File: src/rtl/sar_seq_pkg.sv
package sar_seq_pkg;

    typedef enum logic [1:0] {
        ST_CAL    = 2'd0,
        ST_COARSE = 2'd1,
        ST_FINE   = 2'd2,
        ST_CONV   = 2'd3
    } seq_state_t;

    localparam int N_CH = 2;

endpackage

File: src/rtl/sar_cal_timer.sv
module sar_cal_timer #(
    parameter int CAL_CLKS = 2882040
) (
    input  logic clk,
    input  logic rst_n,
    input  logic run,
    output logic expire
);
    localparam int W = $clog2(CAL_CLKS + 1);

    logic [W-1:0] cnt_q;

    assign expire = run && (cnt_q == W'(CAL_CLKS - 1));

    always_ff @(posedge clk or negedge rst_n) begin
        if (!rst_n) begin
            cnt_q <= '0;
        end else if (run && !expire) begin
            cnt_q <= cnt_q + 1'b1;
        end
    end

    // once expired the timer must not be running again before reset
    a_r1_expire_once: assert property (@(posedge clk) disable iff (!rst_n)
        expire |=> !run);

endmodule

File: src/rtl/sar_hold_capture.sv
module sar_hold_capture (
    input  logic clk,
    input  logic rst_n,
    input  logic arm,
    input  logic hold_req,
    output logic seen
);
    always_ff @(negedge clk or negedge rst_n) begin
        if (!rst_n) begin
            seen <= 1'b0;
        end else begin
            seen <= arm & hold_req;
        end
    end

    // a request arriving while not armed is never remembered
    a_r5_unarmed_drop: assert property (@(negedge clk) disable iff (!rst_n)
        !arm |=> !seen);

endmodule

File: src/rtl/sar_bit_engine.sv
module sar_bit_engine #(
    parameter int RES_BITS = 16
) (
    input  logic                clk,
    input  logic                rst_n,
    input  logic                start,
    input  logic                decide,
    input  logic                keep,
    output logic [RES_BITS-1:0] trial,
    output logic [RES_BITS-1:0] code
);
    logic [RES_BITS-1:0] acc_q;
    logic [RES_BITS-1:0] mask_q;
    logic [RES_BITS-1:0] code_q;

    assign trial = acc_q | mask_q;
    assign code  = code_q;

    always_ff @(posedge clk or negedge rst_n) begin
        if (!rst_n) begin
            acc_q  <= '0;
            mask_q <= '0;
            code_q <= '0;
        end else if (start) begin
            acc_q  <= '0;
            mask_q <= {1'b1, {(RES_BITS-1){1'b0}}};
        end else if (decide) begin
            if (keep) begin
                acc_q <= acc_q | mask_q;
            end
            mask_q <= mask_q >> 1;
            if (mask_q[0]) begin
                code_q <= keep ? (acc_q | mask_q) : acc_q;
            end
        end
    end

    // a decision never clears a bit that was already kept
    a_r6_kept_bits_stay: assert property (@(posedge clk) disable iff (!rst_n)
        decide |=> ((acc_q & $past(acc_q)) == $past(acc_q)));

endmodule

File: src/rtl/sar_conv_seq.sv
module sar_conv_seq #(
    parameter int RES_BITS    = 16,
    parameter int CAL_CLKS    = 2882040,
    parameter int COARSE_CLKS = 6,
    parameter int FINE_CLKS   = 9,
    parameter int BIT_CLKS    = 4
) (
    input  logic                clk,
    input  logic                rst_n,
    input  logic                trig_mode,
    input  logic                hold_req,
    input  logic                ch_sel,
    input  logic                cmp_keep,
    output logic                ready,
    output logic [1:0]          trk,
    output logic                coarse,
    output logic [RES_BITS-1:0] dac_word,
    output logic [RES_BITS-1:0] result,
    output logic                result_valid
);
    import sar_seq_pkg::*;

    localparam int CONV_CLKS = 1 + RES_BITS * BIT_CLKS;
    localparam int LONG_A    = (COARSE_CLKS > FINE_CLKS) ? COARSE_CLKS : FINE_CLKS;
    localparam int LONGEST   = (LONG_A > CONV_CLKS) ? LONG_A : CONV_CLKS;
    localparam int CNT_W     = $clog2(LONGEST + 1);
    localparam int SLOT_W    = (BIT_CLKS > 1) ? $clog2(BIT_CLKS) : 1;

    seq_state_t          st_q, st_d;
    logic [CNT_W-1:0]    cnt_q;
    logic [SLOT_W-1:0]   slot_q;
    logic                chan_q;
    logic                valid_q;
    logic                cal_expire;
    logic                hold_seen;
    logic                conv_start;
    logic                bit_decide;
    logic                bit_last;
    logic                acquiring;
    logic                dac_en;
    logic [RES_BITS-1:0] trial_word;
    logic [RES_BITS-1:0] code_word;

    sar_cal_timer #(
        .CAL_CLKS(CAL_CLKS)
    ) u_cal (
        .clk    (clk),
        .rst_n  (rst_n),
        .run    (st_q == ST_CAL),
        .expire (cal_expire)
    );

    sar_hold_capture u_hold (
        .clk      (clk),
        .rst_n    (rst_n),
        .arm      (trig_mode && (st_q == ST_FINE)),
        .hold_req (hold_req),
        .seen     (hold_seen)
    );

    assign conv_start = (st_q == ST_CONV) && (cnt_q == '0);
    assign bit_decide = (st_q == ST_CONV) && (cnt_q != '0)
                        && (slot_q == SLOT_W'(BIT_CLKS - 1));
    assign bit_last   = (st_q == ST_CONV) && (cnt_q == CNT_W'(CONV_CLKS - 1));

    sar_bit_engine #(
        .RES_BITS(RES_BITS)
    ) u_bits (
        .clk    (clk),
        .rst_n  (rst_n),
        .start  (conv_start),
        .decide (bit_decide),
        .keep   (cmp_keep),
        .trial  (trial_word),
        .code   (code_word)
    );

    // next-state logic
    always_comb begin
        st_d = st_q;
        unique case (st_q)
            ST_CAL: begin
                if (cal_expire) st_d = ST_COARSE;
            end
            ST_COARSE: begin
                if (cnt_q == CNT_W'(COARSE_CLKS - 1)) st_d = ST_FINE;
            end
            ST_FINE: begin
                if (trig_mode ? hold_seen : (cnt_q == CNT_W'(FINE_CLKS - 1)))
                    st_d = ST_CONV;
            end
            ST_CONV: begin
                if (cnt_q == CNT_W'(CONV_CLKS - 1)) st_d = ST_COARSE;
            end
            default: st_d = ST_CAL;
        endcase
    end

    // state register and phase counters
    always_ff @(posedge clk or negedge rst_n) begin
        if (!rst_n) begin
            st_q    <= ST_CAL;
            cnt_q   <= '0;
            slot_q  <= '0;
            chan_q  <= 1'b0;
            valid_q <= 1'b0;
        end else begin
            st_q    <= st_d;
            valid_q <= bit_last;
            if (st_d != st_q) begin
                cnt_q <= '0;
            end else if (cnt_q != '1) begin
                cnt_q <= cnt_q + 1'b1;
            end
            if ((st_q == ST_CONV) && (cnt_q != '0)) begin
                slot_q <= (slot_q == SLOT_W'(BIT_CLKS - 1)) ? '0 : slot_q + 1'b1;
            end else begin
                slot_q <= '0;
            end
            if ((st_d == ST_COARSE) && (st_q != ST_COARSE)) begin
                chan_q <= ch_sel;
            end
        end
    end

    // outputs
    always_comb begin
        ready     = 1'b1;
        coarse    = 1'b0;
        acquiring = 1'b0;
        dac_en    = 1'b0;
        unique case (st_q)
            ST_CAL:    ready = 1'b0;
            ST_COARSE: begin
                coarse    = 1'b1;
                acquiring = 1'b1;
            end
            ST_FINE:   acquiring = 1'b1;
            ST_CONV:   dac_en = (cnt_q != '0);
            default:   ready = 1'b0;
        endcase
        dac_word = dac_en ? trial_word : '0;
    end

    for (genvar g = 0; g < N_CH; g++) begin : g_trk
        assign trk[g] = acquiring && (chan_q == 1'(g));
    end

    assign result       = code_word;
    assign result_valid = valid_q;

    // sampling, once enabled, stays enabled
    a_r1_ready_sticky: assert property (@(posedge clk) disable iff (!rst_n)
        ready |=> ready);

    // the strobe lasts exactly one cycle
    a_r8_valid_pulse: assert property (@(posedge clk) disable iff (!rst_n)
        result_valid |=> !result_valid);

    // the published code only changes together with the strobe
    a_r8_result_held: assert property (@(posedge clk) disable iff (!rst_n)
        !result_valid |-> $stable(result));

    // the tracked channel does not switch within one acquisition
    a_r9_trk_steady: assert property (@(posedge clk) disable iff (!rst_n)
        (|trk) |=> ((trk == 2'b00) || $stable(trk)));

    // a conversion is always entered from fine charge
    a_r4_conv_from_fine: assert property (@(posedge clk) disable iff (!rst_n)
        conv_start |-> ($past(st_q) == ST_FINE));

endmodule

File: config.mk
export PLATFORM = sky130hd
export DESIGN_NAME = sar_conv_seq
export DESIGN_NICKNAME = d
export VERILOG_FILES = /design/src/rtl/sar_seq_pkg.sv /design/src/rtl/sar_cal_timer.sv /design/src/rtl/sar_hold_capture.sv /design/src/rtl/sar_bit_engine.sv /design/src/rtl/sar_conv_seq.sv
export SDC_FILE = /design/constraint.sdc
export NUM_CORES = 1
export LEC_CHECK = 0
export BUFFER_PORTS_ARGS = -buffer_cell sky130_fd_sc_hd__clkbuf_2
export CAP_MARGIN = 20
export CORE_MARGIN = 10
export CORE_UTILIZATION = 60
export CTS_BUF_LIST = sky130_fd_sc_hd__clkbuf_8
export CTS_CLUSTER_DIAMETER = 60
export DETAILED_ROUTE_END_ITERATION = 7
export PLACE_DENSITY = 0.89
export SYNTH_ARGS = -nofsm -noshare
export SYNTH_HDL_FRONTEND = slang
export SYNTH_SLANG_ARGS = --single-unit
File: constraint.sdc
create_clock -name clk -period 2.77 [get_ports clk]
set_clock_uncertainty 0.2 [all_clocks]
set_input_delay 0.277 -clock clk [delete_from_list [all_inputs] [get_ports clk]]
set_output_delay 0.277 -clock clk [all_outputs]
set_load 0.02 [all_outputs]
==> impl_summary.log <==
INFO  metric holdCritPathClass = in -> reg
INFO  metric gr-usage-all-layers = 0.167
INFO  metric outcome = finished with violations
INFO  metric rsz_0062_raised_after_global_routing = yes
INFO  metric power_density = 761 nW/µm²
INFO  metric numCtsBuffers = 9
INFO  metric yosysWarningCount = 0
INFO  metric worst_hold_path.num_cells = 3
INFO  metric routabilityCongestion = 0.807
INFO  metric vias_in_the_first_global_route = 2943
INFO  metric share_of_post_route_cells_with_drive_strength_above_1 = 0.195
INFO  metric synth-edff-count = 0
INFO  metric whs = 0.249 ns
INFO  metric ys_ff_latch = 84
INFO  metric timing.final.max_slew_violations = 0
INFO  metric hold_path_end = u_bits.code[0]
INFO  metric placement.io_buffers = 42
INFO  metric drt-wirelength-per-cell = 15.3 µm
INFO  metric final_common_cell = dfrtp_1
INFO  metric fin_nets = 451
INFO  metric drt_wl_total = 7920 µm
INFO  metric design.core.area = 6280 µm²
INFO  metric cts_root_buffer = clkbuf_8
INFO  metric cp-start-kind = flop
INFO  metric detail_route.drc_violations = 0
INFO  metric critical_path.max_fanout = 2
INFO  metric final_util = 0.702
INFO  metric synth.avg_cell_area = 9.94 µm²
INFO  metric detailedRoute.firstIterationViolations = 68
INFO  metric synthesis.nets = 401
INFO  metric chipHeight = 100 µm
INFO  metric worst_r2r_path_depth = 5
INFO  metric synthesis.area = 3840 µm²
INFO  metric instances_no_fill = 518
INFO  metric max_cap_violations = 0
INFO  metric p_leak = 2.06 nW
INFO  metric initial_standard_cell_utilization_of_the_core = 0.611
INFO  metric clkSinkCount = 84
INFO  metric crit-reg2reg-launch = u_hold.seen
INFO  metric floorplan.io_pins = 43
INFO  metric place.detailed.hpwl = 5490 µm
INFO  metric grt.overflow.total = 0
INFO  metric cts_tree = done
INFO  metric netlist_instances = 386
INFO  metric synthToLayoutAreaGrowth = 14.9%
INFO  metric critical_path_class = reg -> reg
INFO  metric failing_checks = negative setup slack
INFO  metric fp-row-count = 29
INFO  metric worst_hold_startpoint = cmp_keep
INFO  metric irDropWorstVdd = 733 µV
INFO  metric grt_pass1_wl = 13700 µm
INFO  metric critPathArrivalTime = 3.16 ns
INFO  metric crit_path_max_incr_delay = 0.36 ns
INFO  metric die_w = 100 µm
INFO  metric clkTransAtPathRegs = 0.09 ns
INFO  metric timing_worst_slew_pin_value = 0.702 ns
INFO  metric placed_cells_incl_taps = 499
INFO  metric ctsHtreeMaxLevel = 3
INFO  metric timing.max_slew.rel_slack = 0.532
INFO  metric yosysSeqAreaShare = 0.548
INFO  metric crit_path_cell_trace = a311oi_2, o311ai_2, a21boi_2, nor3b_4, mux2_4
INFO  metric ys_async_sr_fraction = 1.00
INFO  metric crit_path_top_delay_cell = dfrtn_1
INFO  metric cp_data_required_time = 2.81 ns
INFO  metric antenna_violations_before_repair = 0
INFO  metric setup_tns = -2.13 ns
INFO  metric pin_count_of_the_biggest_net_entering_global_routing = 58
INFO  metric post_drt_via_cell_ratio = 5.61
INFO  metric detail_route.first_pass.iterations = 4
INFO  metric setup_ws = -0.350 ns
INFO  metric worst_reg2reg_path_endpoint = chan_q
INFO  metric ctsLongestPathBuffers = 2
INFO  metric clkLatencyLatePin = 0.34 ns
INFO  metric cp-end-kind = flop
INFO  metric floorplan.die_area = 10000 µm²
INFO  metric ys_dominant_reg_cell = dfrtp_1
INFO  metric detail-route-antenna-nets = 0
INFO  metric detailroute.via_count = 2905
INFO  metric mostFrequentLayoutCells = dfrtp_1, nand2_1, nor2_1
INFO  metric report.final.hold_viol_count = 0
INFO  metric num_antenna_cells = 0
INFO  metric ys_types = 42
INFO  metric worst-r2r-setup-slack = -0.35 ns
INFO  metric timing.final.setup_violations = 8
flip-flops by register name, summed over array words and instances, names as in the netlist:
name	count
u_cal.cnt_q	22
u_bits.acc_q	16
u_bits.code	16
u_bits.mask_q	16
cnt_q	7
slot_q	2
st_q	2
chan_q	1
result_valid	1
u_hold.seen	1
metrics by stage:
step | power (mW) | setup slack (ns) | cell area (µm²)
after detailed placement | 2.41 | -0.419 | 4150
final | 3.35 | -0.350 | 4410
after CTS | 3.34 | -0.311 | 4390
after global placement | 2.35 | -0.293 | 4150
after floorplan | 2.12 | -0.263 | 3840
after global routing | 3.54 | -0.380 | 4410
synthesized netlist by cell type, types with 5 or more instances:
cell type  number  area (µm²)
ha_1            9         113
inv_1           9        33.8
clkbuf_1       11        41.3
xnor2_1        18         158
a21oi_1        21         105
dfrtp_1        83        2080
o21ai_0        32         160
nand4_1         8        50.1
nor3_1          5        25.0
a22o_1         14         123
nand3_1        10        50.1
xor2_1          8        70.1
and3_1          7        43.8
nand2_1        62         233
nor2_1         52         195
worst max-delay path, delay by kind of cell (launching register included):
kind / cells / cell delay, ns
AO/OA/AOI/OAI: 3 / 0.61
flip-flops: 1 / 0.36
AND/OR/NAND/NOR: 1 / 0.17
multiplexers: 1 / 0.30
cell families (layout without fill, tap and decap cells):
logic type                 after synthesis  count (layout)  share of synthesized area
buffers and inverters                   25              80                     0.0310
DFF                                     84              84                      0.548
AOI/OAI and AO/OA                       78              78                      0.130
and+or+nand+nor                        163             163                      0.199
xor gates and xnor gates                26              26                     0.0593
adders and majority gates                9               9                     0.0293
muxes                                    1               1                    0.00391
layout make-up:
type                            count  area (µm²)
Clock inverter                      7        75.1
Timing Repair Buffer               55         328
Sequential cell                    84        2100
Inverter                            9        33.8
Clock buffer                        9         124
Fill cell                         479        1870
Multi-Input combinational cell    277        1650
Tap cell                           77        96.3
worst max path at each step:
stage | from | endpoint | slack [ns] | depth (start not counted)
6_report | u_hold.seen | chan_q | -0.35 | 5
5_1_grt | u_hold.seen | chan_q | -0.38 | 5
3_5_place_dp | u_hold.seen | chan_q | -0.42 | 5
3_3_place_gp | u_hold.seen | chan_q | -0.29 | 5
2_1_floorplan | u_hold.seen | chan_q | -0.26 | 5
4_1_cts | u_hold.seen | chan_q | -0.31 | 5
what timing repair did:
action / in CTS / in global routing
hold buffers: 2 / 0
pin swaps: 3 / 0
setup buffers: 1 / 0
endpoints found under the setup margin: 8 / 14
gates resized for setup: 3 / 5
endpoints found under the hold margin: 27 / 0
power by group:
part           switching, mW  total, mW  internal, mW
registers              0.117       1.45          1.33
logic                  0.597       1.03         0.434
clock network          0.454      0.875         0.421
metal layers:
layer	wire length, µm	track usage	up-vias
met3	413	0.0474	9
met1	3360	0.197	1420
li1	-	-	1416
met2	4050	0.286	60
met4	102	0.0554	0
met5	0	0	-
No activity file was read; power rests on OpenSTA's default activity.
